## src/rtl/intModeSeqPkg.sv

```systemverilog
package intModeSeqPkg;

  localparam int BYTE_W = 8;
  localparam int WORD_W = 2 * BYTE_W;

  typedef enum logic [2:0] {
    S_IDLE, S_ACK, S_PUSH_HI, S_PUSH_LO, S_VEC_LO, S_VEC_HI, S_DONE
  } seqState_t;

  typedef enum logic [2:0] {
    MEM_NONE, MEM_PUSH_HI, MEM_PUSH_LO, MEM_VEC_LO, MEM_VEC_HI
  } memSel_t;

  typedef struct packed {
    logic    captureCtx;
    logic    applyInstr;
    logic    nmiIffs;
    logic    irqIffs;
    logic    clrNmi;
    logic    latchBus;
    logic    loadFixed;
    logic    fixedIsNmi;
    logic    loadRet;
    logic    loadVecLo;
    logic    loadVecHi;
    memSel_t memSel;
  } strobes_t;

  typedef struct packed {
    logic       setMode;
    logic [1:0] modeVal;
    logic       isEi;
    logic       isDi;
    logic       isRetn;
  } decode_t;

  localparam logic [BYTE_W-1:0] OP_PREFIX = 8'hED;
  localparam logic [BYTE_W-1:0] OP_EI     = 8'hFB;
  localparam logic [BYTE_W-1:0] OP_DI     = 8'hF3;

  function automatic decode_t decodeOp(input logic twoByte,
                                       input logic [BYTE_W-1:0] first,
                                       input logic [BYTE_W-1:0] second);
    decode_t d;
    d = '0;
    if (twoByte) begin
      if (first == OP_PREFIX && second[7:6] == 2'b01) begin
        if (second[2:0] == 3'b110) begin
          d.setMode = 1'b1;
          if (!second[4])     d.modeVal = 2'd0;
          else if (!second[3]) d.modeVal = 2'd1;
          else                 d.modeVal = 2'd2;
        end
        if (second[2:0] == 3'b101) d.isRetn = 1'b1;
      end
    end else begin
      d.isEi = (first == OP_EI);
      d.isDi = (first == OP_DI);
    end
    return d;
  endfunction

endpackage

```

## src/rtl/intModeSeqData.sv

```systemverilog
module intModeSeqData
  import intModeSeqPkg::*;
#(
  parameter logic [WORD_W-1:0] VEC_NMI  = 16'h0066,
  parameter logic [WORD_W-1:0] VEC_IRQ1 = 16'h0038,
  parameter int                HALT_LEN = 1
) (
  input  logic              clk,
  input  logic              rstN,
  input  strobes_t          st,
  input  logic              opTwoByte,
  input  logic [BYTE_W-1:0] opFirst,
  input  logic [BYTE_W-1:0] opSecond,
  input  logic              halted,
  input  logic [WORD_W-1:0] pcIn,
  input  logic [WORD_W-1:0] spIn,
  input  logic              nmiN,
  input  logic [BYTE_W-1:0] iRegIn,
  input  logic [BYTE_W-1:0] dataBus,
  input  logic [BYTE_W-1:0] memRdata,
  output decode_t           dec,
  output logic              iff1After,
  output logic              nmiPend,
  output logic [1:0]        mode,
  output logic              iff1,
  output logic              iff2,
  output logic [WORD_W-1:0] pcOut,
  output logic [WORD_W-1:0] spOut,
  output logic [BYTE_W-1:0] injOpcode,
  output logic [WORD_W-1:0] memAddr,
  output logic [BYTE_W-1:0] memWdata
);

  localparam logic [WORD_W-1:0] HALT_STEP = WORD_W'(HALT_LEN);

  logic [1:0]        modeQ;
  logic              iff1Q, iff2Q;
  logic              nmiPrev, nmiPendQ;
  logic [WORD_W-1:0] retPc, spBase, tableAddr, target;
  logic [BYTE_W-1:0] busByte;

  assign dec = decodeOp(opTwoByte, opFirst, opSecond);

  always_comb begin
    if (dec.isEi)        iff1After = 1'b1;
    else if (dec.isDi)   iff1After = 1'b0;
    else if (dec.isRetn) iff1After = iff2Q;
    else                 iff1After = iff1Q;
  end

  // request edge capture
  always_ff @(posedge clk) begin
    if (!rstN) begin
      nmiPrev  <= 1'b1;
      nmiPendQ <= 1'b0;
    end else begin
      nmiPrev <= nmiN;
      if (st.clrNmi)         nmiPendQ <= 1'b0;
      if (nmiPrev && !nmiN)  nmiPendQ <= 1'b1;
    end
  end

  // mode and enable state
  always_ff @(posedge clk) begin
    if (!rstN) begin
      modeQ <= 2'd0;
      iff1Q <= 1'b0;
      iff2Q <= 1'b0;
    end else begin
      if (st.applyInstr) begin
        if (dec.setMode) modeQ <= dec.modeVal;
        iff1Q <= iff1After;
        if (dec.isEi) iff2Q <= 1'b1;
        if (dec.isDi) iff2Q <= 1'b0;
      end
      if (st.nmiIffs) begin
        iff2Q <= iff1After;
        iff1Q <= 1'b0;
      end
      if (st.irqIffs) begin
        iff1Q <= 1'b0;
        iff2Q <= 1'b0;
      end
    end
  end

  // sequence context
  always_ff @(posedge clk) begin
    if (!rstN) begin
      retPc     <= '0;
      spBase    <= '0;
      tableAddr <= '0;
      busByte   <= '0;
      target    <= '0;
    end else begin
      if (st.captureCtx) begin
        retPc  <= halted ? pcIn + HALT_STEP : pcIn;
        spBase <= spIn;
      end
      if (st.latchBus) begin
        busByte   <= dataBus;
        tableAddr <= {iRegIn, dataBus};
      end
      if (st.loadFixed) target <= st.fixedIsNmi ? VEC_NMI : VEC_IRQ1;
      if (st.loadRet)   target <= retPc;
      if (st.loadVecLo) target[BYTE_W-1:0]      <= memRdata;
      if (st.loadVecHi) target[WORD_W-1:BYTE_W] <= memRdata;
    end
  end

  always_comb begin
    memAddr  = '0;
    memWdata = '0;
    unique case (st.memSel)
      MEM_PUSH_HI: begin
        memAddr  = spBase - WORD_W'(1);
        memWdata = retPc[WORD_W-1:BYTE_W];
      end
      MEM_PUSH_LO: begin
        memAddr  = spBase - WORD_W'(2);
        memWdata = retPc[BYTE_W-1:0];
      end
      MEM_VEC_LO: memAddr = tableAddr;
      MEM_VEC_HI: memAddr = tableAddr + WORD_W'(1);
      default: ;
    endcase
  end

  assign nmiPend   = nmiPendQ;
  assign mode      = modeQ;
  assign iff1      = iff1Q;
  assign iff2      = iff2Q;
  assign pcOut     = target;
  assign spOut     = spBase - WORD_W'(2);
  assign injOpcode = busByte;

endmodule

```

## src/rtl/intModeSeqCtrl.sv

```systemverilog
module intModeSeqCtrl
  import intModeSeqPkg::*;
(
  input  logic       clk,
  input  logic       rstN,
  input  logic       instrDone,
  input  decode_t    dec,
  input  logic       iff1After,
  input  logic       nmiPend,
  input  logic       irqN,
  input  logic [1:0] mode,
  input  logic       memAck,
  output strobes_t   st,
  output logic       seqBusy,
  output logic       intAck,
  output logic       pcLoad,
  output logic       spLoad,
  output logic       injValid,
  output logic       memReq,
  output logic       memWe
);

  seqState_t state, stateNext;
  logic needVec, needVecNext;
  logic inject, injectNext;

  always_ff @(posedge clk) begin
    if (!rstN) begin
      state   <= S_IDLE;
      needVec <= 1'b0;
      inject  <= 1'b0;
    end else begin
      state   <= stateNext;
      needVec <= needVecNext;
      inject  <= injectNext;
    end
  end

  always_comb begin
    st          = '0;
    stateNext   = state;
    needVecNext = needVec;
    injectNext  = inject;
    intAck      = 1'b0;
    pcLoad      = 1'b0;
    spLoad      = 1'b0;
    injValid    = 1'b0;
    memReq      = 1'b0;
    memWe       = 1'b0;
    unique case (state)
      S_IDLE: begin
        if (instrDone) begin
          st.applyInstr = 1'b1;
          st.captureCtx = 1'b1;
          if (!(dec.isEi || dec.isDi)) begin
            if (nmiPend) begin
              st.nmiIffs    = 1'b1;
              st.clrNmi     = 1'b1;
              st.loadFixed  = 1'b1;
              st.fixedIsNmi = 1'b1;
              needVecNext   = 1'b0;
              injectNext    = 1'b0;
              stateNext     = S_PUSH_HI;
            end else if (!irqN && iff1After) begin
              st.irqIffs  = 1'b1;
              needVecNext = 1'b0;
              injectNext  = 1'b0;
              stateNext   = S_ACK;
            end
          end
        end
      end
      S_ACK: begin
        intAck      = 1'b1;
        st.latchBus = 1'b1;
        if (mode == 2'd0) begin
          st.loadRet = 1'b1;
          injectNext = 1'b1;
          stateNext  = S_DONE;
        end else if (mode == 2'd1) begin
          st.loadFixed = 1'b1;
          stateNext    = S_PUSH_HI;
        end else begin
          needVecNext = 1'b1;
          stateNext   = S_PUSH_HI;
        end
      end
      S_PUSH_HI: begin
        memReq    = 1'b1;
        memWe     = 1'b1;
        st.memSel = MEM_PUSH_HI;
        if (memAck) stateNext = S_PUSH_LO;
      end
      S_PUSH_LO: begin
        memReq    = 1'b1;
        memWe     = 1'b1;
        st.memSel = MEM_PUSH_LO;
        if (memAck) stateNext = needVec ? S_VEC_LO : S_DONE;
      end
      S_VEC_LO: begin
        memReq    = 1'b1;
        st.memSel = MEM_VEC_LO;
        if (memAck) begin
          st.loadVecLo = 1'b1;
          stateNext    = S_VEC_HI;
        end
      end
      S_VEC_HI: begin
        memReq    = 1'b1;
        st.memSel = MEM_VEC_HI;
        if (memAck) begin
          st.loadVecHi = 1'b1;
          stateNext    = S_DONE;
        end
      end
      S_DONE: begin
        pcLoad      = 1'b1;
        spLoad      = !inject;
        injValid    = inject;
        injectNext  = 1'b0;
        needVecNext = 1'b0;
        stateNext   = S_IDLE;
      end
      default: stateNext = S_IDLE;
    endcase
  end

  assign seqBusy = (state != S_IDLE);

endmodule

```

## src/rtl/intModeSeq.sv

```systemverilog
module intModeSeq
  import intModeSeqPkg::*;
#(
  parameter logic [15:0] VEC_NMI  = 16'h0066,
  parameter logic [15:0] VEC_IRQ1 = 16'h0038,
  parameter int          HALT_LEN = 1
) (
  input  logic        clk,
  input  logic        rstN,
  input  logic        instrDone,
  input  logic        opTwoByte,
  input  logic [7:0]  opFirst,
  input  logic [7:0]  opSecond,
  input  logic        halted,
  input  logic [15:0] pcIn,
  input  logic [15:0] spIn,
  input  logic        irqN,
  input  logic        nmiN,
  input  logic [7:0]  iRegIn,
  input  logic [7:0]  dataBus,
  output logic        memReq,
  output logic        memWe,
  output logic [15:0] memAddr,
  output logic [7:0]  memWdata,
  input  logic        memAck,
  input  logic [7:0]  memRdata,
  output logic        seqBusy,
  output logic        intAck,
  output logic        pcLoad,
  output logic [15:0] pcOut,
  output logic        spLoad,
  output logic [15:0] spOut,
  output logic        injValid,
  output logic [7:0]  injOpcode,
  output logic [1:0]  mode,
  output logic        iff1,
  output logic        iff2
);

  strobes_t st;
  decode_t  dec;
  logic     iff1After;
  logic     nmiPend;

  intModeSeqCtrl i_ctrl (
    .clk(clk), .rstN(rstN), .instrDone(instrDone), .dec(dec),
    .iff1After(iff1After), .nmiPend(nmiPend), .irqN(irqN), .mode(mode),
    .memAck(memAck), .st(st), .seqBusy(seqBusy), .intAck(intAck),
    .pcLoad(pcLoad), .spLoad(spLoad), .injValid(injValid),
    .memReq(memReq), .memWe(memWe)
  );

  intModeSeqData #(
    .VEC_NMI(VEC_NMI), .VEC_IRQ1(VEC_IRQ1), .HALT_LEN(HALT_LEN)
  ) i_data (
    .clk(clk), .rstN(rstN), .st(st), .opTwoByte(opTwoByte),
    .opFirst(opFirst), .opSecond(opSecond), .halted(halted),
    .pcIn(pcIn), .spIn(spIn), .nmiN(nmiN), .iRegIn(iRegIn),
    .dataBus(dataBus), .memRdata(memRdata), .dec(dec),
    .iff1After(iff1After), .nmiPend(nmiPend), .mode(mode),
    .iff1(iff1), .iff2(iff2), .pcOut(pcOut), .spOut(spOut),
    .injOpcode(injOpcode), .memAddr(memAddr), .memWdata(memWdata)
  );

endmodule

```

## config.mk

```make
export PLATFORM = sky130hd
export DESIGN_NAME = intModeSeq
export DESIGN_NICKNAME = d
export VERILOG_FILES = /design/src/rtl/intModeSeqPkg.sv /design/src/rtl/intModeSeqData.sv /design/src/rtl/intModeSeqCtrl.sv /design/src/rtl/intModeSeq.sv
export SDC_FILE = /design/constraint.sdc
export NUM_CORES = 1
export LEC_CHECK = 0
export BUFFER_PORTS_ARGS = -buffer_cell sky130_fd_sc_hd__buf_4
export CAP_MARGIN = 15
export CORE_MARGIN = 2
export CORE_UTILIZATION = 41
export CTS_CLUSTER_DIAMETER = 30
export DETAILED_ROUTE_END_ITERATION = 12
export GPL_TIMING_DRIVEN = 0
export HOLD_SLACK_MARGIN = 0.03
export PLACE_DENSITY_LB_ADDON = 0.3
export SETUP_SLACK_MARGIN = 0.15
export SYNTH_ARGS = -nofsm -noshare
export SYNTH_HDL_FRONTEND = slang
export SYNTH_SLANG_ARGS = --single-unit
```

## constraint.sdc

```tcl
create_clock -name clk -period 2.5 [get_ports clk]
set_clock_uncertainty 0.2 [all_clocks]
set_input_delay 0.125 -clock clk [delete_from_list [all_inputs] [get_ports clk]]
set_output_delay 0.125 -clock clk [all_outputs]
set_load 0.01 [all_outputs]
```

Yosys cells after proc, flatten, opt, wreduce, memory -nomap -nowiden
Cells that the tools add are included.
Storage, ports and cells
  logic and storage cells: 142
  register bits after elaboration: 83
  output and inout port bits: 75
Cells by class
  eq/ne operators: 27
  mux-type cells: 71
  reduce and logical (&&, ||, !) cells: 25
  bitwise gates (word level): 1
  $add $sub $neg: 4
Operator list (count)
  $pmux 16 s4: 1
  $mux 16: 3
  $mux 3: 13
  $mux 1: 36
  $add 16x1->16 const B: 2
  $eq 8x8->1 const B: 3
  $eq 3x3->1 const B: 6
  $pmux 3 s6: 1
  $mux 8: 2
  $ne 2x2->1 const B: 8
  $pmux 8 s2: 1
  $sub 16x1->16 const B: 1
  $sub 16x2->16 const B: 1
  $reduce_bool 3->1: 5
  $mux 2: 7
  $eq 3x2->1 const B: 4
  $pmux 3 s4: 1
  $mux 5: 2
  $mux 7: 1
  $reduce_and 7->1: 1
  $eq 3x1->1 const B: 2
  $pmux 1 s3: 2
  $reduce_and 6->1: 1
  $reduce_and 5->1: 1
  15 further kinds: 23

Depth between registers and ports, before layout
  depth after elaboration: 15
  mapped depth: 8
  gate-level depth less buffers: 8

Modules after synthesis
Synthesis repeated with hierarchy kept, for this count alone.
Unflattened totals
  cell total of the unflattened synthesis: 650
  area total of the unflattened synthesis: 5255.0 sq um
By module, submodules not included
  intModeSeqData: area each 4789.6 sq um, cells each 582, seq. area each 1401.3 sq um, times used 1
  intModeSeqCtrl: area each 465.4 sq um, cells each 68, seq. area each 100.1 sq um, times used 1

Worst setup path after synthesis
Ideal clock, no wire load.
  path kind: flip-flop to output port
  from: reg i_data.spBase[1]
  to: out memAddr[15]
  path buffers: 0
  stages on the path, launching flop included: 9
  arrival time: 2057 ps
  slack: 118 ps
  cells stage by stage: dfxtp_1 > inv_1 > ha_1 > or3b_4 > nand4b_1 > nor3_1 > nand2_1 > xor2_1 > o22ai_1
On the way
  word-level cells in the longest chain between the ends: 2
RTL lines
  start: declaration: RTL line intModeSeqData.sv:39  | logic [WORD_W-1:0] retPc, spBase, tableAddr, target;
  start signal: assignment: RTL line intModeSeqData.sv:98  | spBase <= spIn;
  $sub 16x2->16 / $sub 16x1->16 (equally long branches): RTL line intModeSeqData.sv:120, intModeSeqData.sv:116
  $pmux 16 s4 *: RTL line intModeSeqData.sv:114  | unique case (st.memSel)
  end: declaration: RTL line intModeSeq.sv:23  | output logic [15:0] memAddr,
Every way passes the cells marked *; elsewhere a longest branch is shown, timed or not.

Final worst setup path
  from: reg i_data.spBase[2]
  to: out spOut[11]
On the way
  word-level cells in the longest chain between the ends: 1
RTL lines
  $sub 16x2->16: RTL line intModeSeqData.sv:134  | assign spOut = spBase - WORD_W'(2);
  end: declaration: RTL line intModeSeq.sv:32  | output logic [15:0] spOut,
No other way between the ends.

==> flow_summary.yaml <==
status:
  status: "finished, violations left"
  violations: "setup timing"
sta:
  relSlewSlack: 0.5465
  fin_crit_sh: 1.062
  fin_crit_ns: 2.656
  max_freq_mhz: 376.6
  setup_ws_ns: -0.1555
  final-setup-viol-count: 13
  worst_pin_slew_ns: 0.6803
  hold_viol: 0
  report.final.slew_viol_count: 0
  rsz0062_at_grt: "yes"
drt:
  post_drt_wl_per_cell_um: 16.52
  antenna_left: 0
  first_pass_iters: 5
  vias: 5332
  vias_per_cell: 5.408
  drt_iter0_markers: 370
  finalWirelength_mm: 16.29
  drc: 0
power:
  power_density_mw_per_mm2: 993.7
  max-vdd-ir-drop_mv: 0.7728
  power_w: 0.007236
  leakagePower_nw: 3.056
logic_synthesis:
  synth-simple-area-share: 0.2677
  netlist_area_mm2: 0.004468
  synthXorXnorAreaFrac: 0.1137
  synth_top_area_cell: "dfxtp_1"
  syn_area_per_cell_um2: 7.717
  synth_cell_types: 54
  synth_mux_area_frac: 0.02940
  ys_async_sr_fraction: 0
  synth_adder_area_share: 0.01400
  synth.top_cells.by_area: "dfxtp_1 34%, nand2_1 9.2%, xor2_1 6.9%"
  postSynthCellCount: 579
  synth_top_family_by_area: "simple AND/OR/NAND/NOR gates"
  ys_ff_latch: 75
  ys_seq_area_frac: 0.3360
  synth_warnings: 0
  synth_edf_count: 0
  synth_nets: 664
  synth_top_area_frac: 0.3360
  synth_compound_area_frac: 0.1817
  ys.flop_type: "dfxtp_1"
layout:
  n_antenna_cell: 0
  layout_commonest_cell: "buf_4"
  drive_above_1_share: 0.3440
  nets: 926
  area_delta_synth_final_pct: 62.98
  layout_common_cells: "185 x buf_4, 103 x nand2_1, 71 x dlygate4sd3_1"
  fin_cells: 986
  fillCellCount: 866
clocking:
  cts_max_level: 3
  cts_root_buffer: "clkbuf_8"
  cts_inserted_buffers: 9
  path_clk_slew_ns: 0.08
  clock_latency_ns: 0.36
  cts.sinks: 75
  clock_path_buffers: 2
  cts_tree: "done"
floorplanning:
  initial_core_util: 0.4158
  die_area_mm2: 0.01175
  coreArea_mm2: 0.01075
  num_rows: 38
  fp.dieH_um: 108.4
  io_pins: 155
  dieWidth_um: 108.4
critical_path:
  cp_slowest_cell: "or3b_4"
  cp_num_buf_inv: 3
  crit_chain: "inv_4 > ha_4 > or3b_4 > nor3_4 > nand2_2 > buf_6 > or3_1 > xnor2_1 > buf_4"
  cp_top_family: "simple AND/OR/NAND/NOR gates"
  worstSetupEndpointType: "output pin"
  required_ns: 2.17
  critPathLaunchType: "flip-flop"
  path_class: "reg2out"
  path_max_fanout: 3
  cpPeakStageDelay_ns: 0.40
  crit_arrival_ns: 2.33
hold_path:
  hp-class: "in2reg"
placed_design:
  dp_cells: 872
  pre_cts_slack_ns: -0.1341
  place_congestion: 0.9298
  dpl.hpwl_mm: 11.19
  io_buffer_count: 153
grt:
  grt_use_total: 0.2630
  grt_pass1_vias: 5060
  antenna_found_initial: 0
  grt_max_degree: 19
  overflow: 0
  grt_pass1_wl_mm: 24.21
job:
  cap_violations: 0
## final timing paths
kind | startpoint | to | slack [ns] | depth (start not counted)
max reg2reg | i_ctrl.state[2] | i_data.pcOut[7] | 0.27 | 7
min reg2reg | i_data.pcOut[5] | i_data.pcOut[5] | 0.25 | 2
min | opSecond[1] | i_data.mode[1] | 0.03 | 4
max | i_data.spBase[2] | spOut[11] | -0.16 | 9
## report_power, final
| part | internal, W | switching, W | total [W] |
|---|---|---|---|
| clock | 0.000519 | 0.000481 | 0.00100 |
| combinational | 0.00210 | 0.00234 | 0.00444 |
| sequential | 0.00150 | 0.000290 | 0.00179 |
| total | 0.00412 | 0.00311 | 0.00724 |
## Yosys cell counts (2+ instances only)
library cell,count
a21oi_1,53
nand2b_1,3
xnor2_1,23
nor3_1,12
inv_2,2
buf_4,9
ha_1,5
or2_2,2
nand3_1,15
xor2_1,35
a221oi_1,5
nor2_1,68
nor4_1,3
nand2_1,109
inv_1,11
and2_1,2
a222oi_1,10
buf_1,4
mux2i_1,12
nand4_1,8
dfxtp_1,75
nand4b_1,2
o21ai_0,6
o221ai_1,3
a211oi_1,17
clkbuf_1,27
nand4bb_4,2
and3_1,9
nor4b_1,2
a31oi_1,2
o22ai_1,16
or3b_2,2
buf_2,4
## sequential cells by signal, summed over array words and instances (netlist names), 2 cells and up
register          cells
i_ctrl.state          3
i_data.injOpcode      7
i_data.spBase        16
i_data.retPc         16
i_data.pcOut         16
i_data.mode           2
i_data.tableAddr      9
## repair_timing
item | 4_1_cts | 5_1_grt
endpoints found under the setup margin | 56 | 44
hold buffers | 71 | 0
setup buffers | 18 | 10
hold endpoints to repair | 75 | 0
cloned | 0 | 0
gates resized for setup | 40 | 58
pin swaps | 16 | 21
## cell families after synthesis
group | Yosys count
AND/OR/NAND/NOR | 248
buffers and inverters | 58
flip-flops | 75
adder cells (fa/ha/maj) | 5
multiplexers | 13
AO/OA/AOI/OAI | 122
XOR/XNOR | 58
## tightest hold or removal path, cell delays in order
cell	delay, ns
buf_4	0.09
nand4b_1	0.17
nand2_1	0.11
a21oi_1	0.05
## through the flow
step                      hold WS, ns  setup TNS (ns)  cell area (um2)  utilization
final                         0.03162          -1.017             7282       0.6777
after global routing          0.04184          -1.957             7282       0.6777
after CTS                     0.03285         -0.8220             6992       0.6507
after detailed placement       0.1299         -0.1863             5797       0.5395
after global placement         0.1279        -0.09370             5797       0.5395
after floorplan               0.02647               0             4473            -
## metal layers
layer	global-route usage	routed length (um)	share of wire	up-vias
met5	0	0	0	-
met4	0.09432	294	0.018	0
met3	0.04340	1069	0.066	32
met2	0.4789	8614	0.53	263
met1	0.3096	6313	0.39	2490
li1	-	-	-	2547
## cell type report
class | count | area, um2 | area share
Buffer | 43 | 226.5 | 0.03110
Inverter | 14 | 57.56 | 0.007904
Tap cell | 140 | 175.2 | 0.02405
Clock inverter | 5 | 60.06 | 0.008247
Clock buffer | 11 | 151.4 | 0.02079
Timing Repair Buffer | 252 | 2088 | 0.2868
Multi-Input combinational cell | 446 | 3013 | 0.4137
Sequential cell | 75 | 1510 | 0.2074
Note: power is estimated with default switching activity, not from simulation.
